--- src/rtl/pll_calc_pkg.sv ---
package pll_calc_pkg;

  localparam int WORD_W        = 32;
  localparam int FIELD_W       = 8;
  localparam int SHIFT_W       = 3;
  localparam int EN_BIT        = 31;
  localparam int S2_REQ_BIT    = 30;
  localparam int S2_BYPASS_BIT = 8;
  localparam int SHIFT_LSB     = 16;
  localparam int NUM_COEF      = WORD_W / FIELD_W;

  typedef struct packed {
    logic               enable;
    logic               use_s2;
    logic [FIELD_W-1:0] n1;
    logic [FIELD_W-1:0] m1;
    logic [FIELD_W-1:0] n2;
    logic [FIELD_W-1:0] m2;
    logic [SHIFT_W-1:0] shift;
  } pll_fields_t;

  typedef enum logic [1:0] {
    ST_IDLE   = 2'd0,
    ST_STAGE1 = 2'd1,
    ST_STAGE2 = 2'd2
  } calc_state_e;

endpackage

--- src/rtl/pll_field_decode.sv ---
module pll_field_decode
  import pll_calc_pkg::*;
(
  input  logic [WORD_W-1:0] ctrl_i,
  input  logic [WORD_W-1:0] coef_i,
  output pll_fields_t       fields_o
);

  // coefficient bytes, lowest first: M1, N1, M2, N2
  logic [FIELD_W-1:0] coef_b [NUM_COEF];

  for (genvar g = 0; g < NUM_COEF; g++) begin : g_coef
    assign coef_b[g] = coef_i[g*FIELD_W +: FIELD_W];
  end

  always_comb begin
    fields_o.m1     = coef_b[0];
    fields_o.n1     = coef_b[1];
    fields_o.m2     = coef_b[2];
    fields_o.n2     = coef_b[3];
    fields_o.enable = ctrl_i[EN_BIT];
    fields_o.use_s2 = ctrl_i[S2_REQ_BIT] & ~ctrl_i[S2_BYPASS_BIT];
    fields_o.shift  = ctrl_i[SHIFT_LSB +: SHIFT_W];
  end

endmodule

--- src/rtl/pll_restoring_div.sv ---
module pll_restoring_div #(
  parameter int DVD_W = 64,
  parameter int DVS_W = 8,
  parameter int QUO_W = 32
) (
  input  logic             clk,
  input  logic             rst,
  input  logic             start_i,
  input  logic [DVD_W-1:0] dividend_i,
  input  logic [DVS_W-1:0] divisor_i,
  output logic             busy_o,
  output logic             valid_o,
  output logic [QUO_W-1:0] quotient_o
);

  localparam int CNT_W = $clog2(DVD_W + 1);

  logic [DVD_W-1:0] dvd_q;
  logic [DVS_W-1:0] dvs_q;
  logic [DVS_W-1:0] rem_q;
  logic [QUO_W-1:0] quo_q;
  logic [CNT_W-1:0] cnt_q;
  logic             busy_q;
  logic             valid_q;

  logic [DVS_W:0]   trial_w;
  logic [DVS_W:0]   diff_w;
  logic             take_w;

  always_comb begin
    trial_w = {rem_q, dvd_q[DVD_W-1]};
    take_w  = (trial_w >= {1'b0, dvs_q});
    diff_w  = trial_w - {1'b0, dvs_q};
  end

  always_ff @(posedge clk) begin
    if (rst) begin
      dvd_q   <= '0;
      dvs_q   <= '0;
      rem_q   <= '0;
      quo_q   <= '0;
      cnt_q   <= '0;
      busy_q  <= 1'b0;
      valid_q <= 1'b0;
    end else begin
      valid_q <= 1'b0;
      if (start_i && !busy_q) begin
        dvd_q  <= dividend_i;
        dvs_q  <= divisor_i;
        rem_q  <= '0;
        quo_q  <= '0;
        cnt_q  <= CNT_W'(DVD_W);
        busy_q <= 1'b1;
      end else if (busy_q) begin
        rem_q <= take_w ? diff_w[DVS_W-1:0] : trial_w[DVS_W-1:0];
        quo_q <= {quo_q[QUO_W-2:0], take_w};
        dvd_q <= {dvd_q[DVD_W-2:0], 1'b0};
        cnt_q <= cnt_q - 1'b1;
        if (cnt_q == CNT_W'(1)) begin
          busy_q  <= 1'b0;
          valid_q <= 1'b1;
        end
      end
    end
  end

  assign busy_o     = busy_q;
  assign valid_o    = valid_q;
  assign quotient_o = quo_q;

  // a zero divisor must never be launched
  a_r10_divisor_nonzero: assert property (@(posedge clk) disable iff (rst)
    (start_i && !busy_q) |-> (divisor_i != '0));

  // one bit per cycle, the iteration count stays within the dividend width
  a_r10_count_bound: assert property (@(posedge clk) disable iff (rst)
    busy_q |-> ((cnt_q != '0) && (cnt_q <= CNT_W'(DVD_W))));

  // completion is a single-cycle event
  a_r10_valid_once: assert property (@(posedge clk) disable iff (rst)
    valid_q |=> !valid_q);

endmodule

--- src/rtl/pll_freq_calc.sv ---
module pll_freq_calc
  import pll_calc_pkg::*;
#(
  parameter int FREQ_W = 32,
  parameter int PROD_W = 64
) (
  input  logic              clk,
  input  logic              rst,
  input  logic              start_i,
  input  logic [FREQ_W-1:0] ref_khz_i,
  input  logic [WORD_W-1:0] ctrl_i,
  input  logic [WORD_W-1:0] coef_i,
  output logic              busy_o,
  output logic              done_o,
  output logic [FREQ_W-1:0] freq_o
);

  calc_state_e        state_q;
  pll_fields_t        fields_w;
  pll_fields_t        fields_q;
  logic               div_start_q;
  logic [PROD_W-1:0]  dvd_q;
  logic [FIELD_W-1:0] dvs_q;
  logic               div_busy;
  logic               div_valid;
  logic [FREQ_W-1:0]  stage_w;
  logic [FREQ_W-1:0]  freq_q;
  logic               done_q;
  logic               accept_w;

  pll_field_decode u_decode (
    .ctrl_i   (ctrl_i),
    .coef_i   (coef_i),
    .fields_o (fields_w)
  );

  pll_restoring_div #(
    .DVD_W (PROD_W),
    .DVS_W (FIELD_W),
    .QUO_W (FREQ_W)
  ) u_div (
    .clk        (clk),
    .rst        (rst),
    .start_i    (div_start_q),
    .dividend_i (dvd_q),
    .divisor_i  (dvs_q),
    .busy_o     (div_busy),
    .valid_o    (div_valid),
    .quotient_o (stage_w)
  );

  assign accept_w = start_i && (state_q == ST_IDLE);

  always_ff @(posedge clk) begin
    if (rst) begin
      state_q     <= ST_IDLE;
      fields_q    <= '0;
      div_start_q <= 1'b0;
      dvd_q       <= '0;
      dvs_q       <= '0;
      freq_q      <= '0;
      done_q      <= 1'b0;
    end else begin
      done_q      <= 1'b0;
      div_start_q <= 1'b0;
      case (state_q)
        ST_IDLE: begin
          if (accept_w) begin
            fields_q <= fields_w;
            if (!fields_w.enable || (fields_w.m1 == '0)) begin
              freq_q <= '0;
              done_q <= 1'b1;
            end else begin
              dvd_q       <= PROD_W'(ref_khz_i) * PROD_W'(fields_w.n1);
              dvs_q       <= fields_w.m1;
              div_start_q <= 1'b1;
              state_q     <= ST_STAGE1;
            end
          end
        end
        ST_STAGE1: begin
          if (div_valid) begin
            if (!fields_q.use_s2) begin
              freq_q  <= stage_w >> fields_q.shift;
              done_q  <= 1'b1;
              state_q <= ST_IDLE;
            end else if (fields_q.m2 == '0) begin
              freq_q  <= '0;
              done_q  <= 1'b1;
              state_q <= ST_IDLE;
            end else begin
              dvd_q       <= PROD_W'(stage_w) * PROD_W'(fields_q.n2);
              dvs_q       <= fields_q.m2;
              div_start_q <= 1'b1;
              state_q     <= ST_STAGE2;
            end
          end
        end
        ST_STAGE2: begin
          if (div_valid) begin
            freq_q  <= stage_w >> fields_q.shift;
            done_q  <= 1'b1;
            state_q <= ST_IDLE;
          end
        end
        default: state_q <= ST_IDLE;
      endcase
    end
  end

  assign busy_o = (state_q != ST_IDLE);
  assign done_o = done_q;
  assign freq_o = freq_q;

  // done lasts one cycle and is never seen while busy
  a_r7_done_pulse: assert property (@(posedge clk) disable iff (rst)
    done_o |=> !done_o);
  a_r7_done_not_busy: assert property (@(posedge clk) disable iff (rst)
    done_o |-> !busy_o);

  // the output moves only together with done
  a_r7_hold: assert property (@(posedge clk) disable iff (rst)
    (freq_o != $past(freq_o)) |-> done_o);

  // disabled PLL or zero first divider reports zero
  a_r2_disabled_zero: assert property (@(posedge clk) disable iff (rst)
    (done_o && (!fields_q.enable || (fields_q.m1 == '0))) |-> (freq_o == '0));

  // selected second stage with zero divider reports zero
  a_r5_m2_zero: assert property (@(posedge clk) disable iff (rst)
    (done_o && fields_q.enable && (fields_q.m1 != '0) && fields_q.use_s2 &&
     (fields_q.m2 == '0)) |-> (freq_o == '0));

  // first launch uses M1 as divisor; a zero N1 gives a zero dividend
  a_r3_launch: assert property (@(posedge clk) disable iff (rst)
    (state_q == ST_STAGE1 && div_start_q) |->
      ((dvs_q == fields_q.m1) && ((fields_q.n1 != '0) || (dvd_q == '0))));

  // a start during a run leaves the latched fields alone
  a_r8_ignore_start: assert property (@(posedge clk) disable iff (rst)
    (busy_o && start_i) |=> $stable(fields_q));

  // the shared divider is idle whenever the controller is idle
  a_r10_div_idle: assert property (@(posedge clk) disable iff (rst)
    (state_q == ST_IDLE) |-> !div_busy);

endmodule

--- config.mk ---
export PLATFORM = sky130hd
export DESIGN_NAME = pll_freq_calc
export DESIGN_NICKNAME = d
export VERILOG_FILES = /design/src/rtl/pll_calc_pkg.sv /design/src/rtl/pll_field_decode.sv /design/src/rtl/pll_restoring_div.sv /design/src/rtl/pll_freq_calc.sv
export SDC_FILE = /design/constraint.sdc
export NUM_CORES = 2
export LEC_CHECK = 0
export ABC_CLOCK_PERIOD_IN_PS = 6300
export BUFFER_PORTS_ARGS = -buffer_cell sky130_fd_sc_hd__buf_2
export CELL_PAD_IN_SITES_DETAIL_PLACEMENT = 0
export CELL_PAD_IN_SITES_GLOBAL_PLACEMENT = 1
export CORE_MARGIN = 1.5
export CORE_UTILIZATION = 49
export CTS_BUF_LIST = sky130_fd_sc_hd__clkbuf_4 sky130_fd_sc_hd__clkbuf_8 sky130_fd_sc_hd__clkbuf_16
export CTS_CLUSTER_DIAMETER = 80
export DETAILED_ROUTE_END_ITERATION = 6
export GPL_ROUTABILITY_DRIVEN = 0
export PLACE_DENSITY = 0.79
export SYNTH_ARGS = -nofsm -noshare
export SYNTH_HDL_FRONTEND = slang
export SYNTH_SLANG_ARGS = --single-unit
--- constraint.sdc ---
create_clock -name clk -period 6.3 [get_ports clk]
set_input_delay 0.315 -clock clk [delete_from_list [all_inputs] [get_ports clk]]
set_output_delay 0.315 -clock clk [all_outputs]
set_load 0.02 [all_outputs]
==> results by group <==
Drt
  – Via count: 19860
  – Avg WL per Cell: 16.04 um
  – Routed WL: 59.56 mm
  – # DRC: 0
  – Vias per Instance: 5.349
  – Pre-antenna DRT Iters: 5
  – Iteration-0 DRC Markers: 960
  – Routed Antenna Nets: 0

Synth
  – Post-Syn Area: 0.02639 mm2
  – Syn Nets: 3637
  – Yosys reg bits: 225
  – FFs w/ async S/R, synth: 0%
  – Synth Flop Type: dfxtp_1
  – Synthesized instance count: 3043
  – Synth warn: 0
  – Sequential fraction of the synthesis area: 17.07%
  – Number of synthesized flops with an enable pin: 0
  – Syn Area/Cell: 8.672 um2
  – Yosys cell types: 79

Pwr
  – Switching Share: 42.53%
  – Gate power share: 55.9%
  – Pwr dens: 248.0 mW/mm2
  – Psw: 2961 uW
  – Int Power: 4001 uW
  – Clock power share: 20.7%
  – Seq pwr share: 23.4%
  – Tot Pwr: 6962 uW
  – Peak supply drop: 0.1492 mV
  – Static Leak: 0.01321 uW

Final layout
  – Finished Core Util: 53.10%
  – Ant diodes: 0
  – Area grow syn2layout: 6.382%
  – Fin nets: 3602
  – Layout cell share with drive strength beyond 1: 8.069%

Clock tree
  – Clk slew on worst S/H paths: 0.06 ns
  – Clk_lat worst skew: 0.55 ns
  – Clk buf depth: 3
  – Post_cts resized: 0
  – H-Tree Level Count: 1
  – Setup bufs post-CTS: 0
  – Root buffer selected by CTS: clkbuf_16
  – Num CTS Buffers: 25
  – TritonCTS Sinks: 225
  – CTS tree: done

Worst hold path
  – HP Start: coef_i[16]
  – Hold EP: fields_q[3]
  – Tightest Hold Check Type: primary input to register
  – Hold Path Cell Cnt: 3

STA
  – Slew at the pin closest to its max-slew limit: 1.114 ns
  – Final Hold Viols: 0
  – WHS: 0.02595 ns
  – Clk_skew: 0.01598 ns
  – Fin. max-slew vios: 0
  – Setup TNS: 0 ns
  – Fmax achieved: 168.6 MHz
  – Tcrit/Tclk final: 94.14%
  – Minimum clock period: 5.931 ns
  – Finish-stage setup viols: 0
  – RSZ-0062 raised after global routing: false
  – Slew headroom: 25.28%

Floorplanning
  – Row cnt: 84
  – I/O pin count: 133
  – Die width: 235.1 um
  – Starting density of the core: 49.91%
  – Total die area: 0.05525 mm2
  – Die Ht: 235.1 um
  – Core area: 0.05287 mm2

Worst setup path
  – CP Class: register to register
  – Worst setup EP type: register
  – R2r startpoint: fields_q[13]
  – Critical Path AT: 6.37 ns
  – Critical Path Fanout Max: 25
  – R2R Setup Slk: 0.37 ns
  – Reg2reg end: dvd_q[34]
  – Setup crit start kind: register
  – Reg2reg path depth: 18
  – WP data required: 6.74 ns

GRT
  – Vias in the first global route: 20270
  – Gr ovfl total: 0
  – Global-route wire length before repair: 102.0 mm
  – Total track usage: 21.96%
  – Initial antenna violation count: 0
  – Largest net degree at the start of global routing: 95

Status
  – Outcome: completed

Flow run
  – Max Cap Viol: 0

Place
  – Detailed Place HPWL: 45.55 mm
  – Number of port buffers: 106
-- synthesized netlist by cell type (11+ instances only) --
cell type,n,area [um2]
nor2_1,279,1047
nand2_1,255,957.2
nand3_1,12,60.06
a31oi_1,11,68.82
a211oi_1,37,277.8
dfxtp_1,225,4504
mux2i_1,119,1191
xor2_1,32,280.3
clkbuf_1,166,623.1
and2_1,411,2571
xnor2_1,44,385.4
mux4_2,26,585.6
a21o_1,36,270.3
o211ai_1,15,112.6
nor2b_1,13,81.33
inv_1,338,1269
nor3_1,58,290.3
nand4_1,12,75.07
nor3b_1,25,187.7
fa_1,361,7227
buf_1,21,78.83
o21ai_0,41,205.2
ha_1,134,1677
a21oi_1,219,1096
-- per-stage QoR --
stage	setup slack (ns)	std cells	cell area [um2]
2_1_floorplan	1.333	3043	26390
3_3_place_gp	0.5141	3664	27220
3_5_place_dp	0.3852	3664	27220
4_1_cts	0.3417	3712	28070
5_1_grt	0.07267	3712	28070
6_report	0.3693	3712	28070
-- flip-flops by register name (all words and copies together) (netlist names) --
register and flops:
u_div.cnt_q 7, u_div.rem_q 8, dvd_q 40, state_q 2, u_div.dvd_q 64, u_div.busy_o 1
fields_q 20, freq_o 32, done_o 1, div_start_q 1, u_div.quotient_o 32, u_div.dvs_q 8
u_div.valid_o 1, dvs_q 8
-- cell families (layout without fill, tap and decap cells) --
kind of cell / Yosys count / after routing / synth area share (%)
AOI/OAI and AO/OA: 445 / 445 / 10.78
buffers and inverters: 541 / 522 / 7.828
DFF: 225 / 225 / 17.07
muxes: 146 / 146 / 6.776
and+or+nand+nor: 1115 / 1115 / 21.28
xor gates and xnor gates: 76 / 76 / 2.523
adders and majority gates: 495 / 495 / 33.74
-- worst max-delay path, cell delays in order, from the launching register on --
cell	delay (ns)
dfxtp_1	0.89
and2_1	0.27
fa_1	0.42
fa_1	0.50
fa_1	0.51
inv_1	0.05
fa_1	0.47
inv_1	0.05
ha_1	0.35
a2111oi_0	0.45
o21ai_1	0.20
a21oi_2	0.26
a22oi_2	0.15
a31oi_1	0.34
nor2b_1	0.25
o21ai_1	0.12
xor2_1	0.15
nor2_1	0.07
a2111oi_2	0.31
-- worst max path at each step --
stage               depth (start not counted)   endpoint         start  slack (ns)
floorplan                                  19  dvd_q[34]  fields_q[14]        1.33
global placement                           18  dvd_q[34]  fields_q[14]        0.51
detailed placement                         18  dvd_q[34]  fields_q[13]        0.39
CTS                                        18  dvd_q[34]  fields_q[13]        0.34
global route                               18  dvd_q[34]  fields_q[13]        0.07
finish                                     18  dvd_q[34]  fields_q[13]        0.37
-- power groups by stage --
stage | logic [uW] | registers, uW | clock network (uW)
6_report | 3890 | 1630 | 1440
5_1_grt | 4390 | 1650 | 1530
4_1_cts | 3890 | 1630 | 1480
3_5_place_dp | 3870 | 1660 | 0
3_3_place_gp | 3800 | 1660 | 0
2_1_floorplan | 3140 | 1610 | 0
-- cell type report --
| class | instances | area [um2] |
|---|---|---|
| clock buffers | 36 | 732.0 |
| well taps | 688 | 860.8 |
| inverters | 340 | 1276 |
| repair buffers | 139 | 797.0 |
| multi-input cells | 2277 | 19830 |
| fillers | 4956 | 24790 |
| clock inverters | 7 | 70.07 |
| flip-flops and latches | 225 | 4511 |
-- layer usage --
metal / wire length, um / GRT usage, % / share of wire (%) / vias up
met5: 0 / 0 / 0 / -
met4: 889 / 4.742 / 1.5 / 0
met3: 2177 / 1.762 / 3.7 / 57
met2: 28220 / 37.16 / 47 / 378
met1: 28270 / 30.78 / 47 / 9746
li1: - / - / - / 9674
-- layout by cell type, fill, tap and decap left out, drive strengths merged, types with 11 or more instances in the layout --
| master | instances |
|---|---|
| and2 | 411 |
| fa | 361 |
| inv | 340 |
| nor2 | 282 |
| nand2 | 256 |
| dfxtp | 225 |
| a21oi | 223 |
| ha | 134 |
| buf | 134 |
| mux2i | 119 |
| nor3 | 58 |
| o21ai | 51 |
| xnor2 | 44 |
| a211oi | 43 |
| a21o | 36 |
| clkbuf | 36 |
| xor2 | 32 |
| mux4 | 26 |
| nor3b | 25 |
| o211ai | 15 |
| a31oi | 15 |
| nor2b | 13 |
| nand4 | 12 |
| nand3 | 12 |
| o21a | 11 |
-- repair_timing --
item,in CTS,in global routing
hold buffers,5,0
endpoints found under the setup margin,0,0
endpoints found under the hold margin,5,0
No activity file was read; power rests on OpenSTA's default activity.
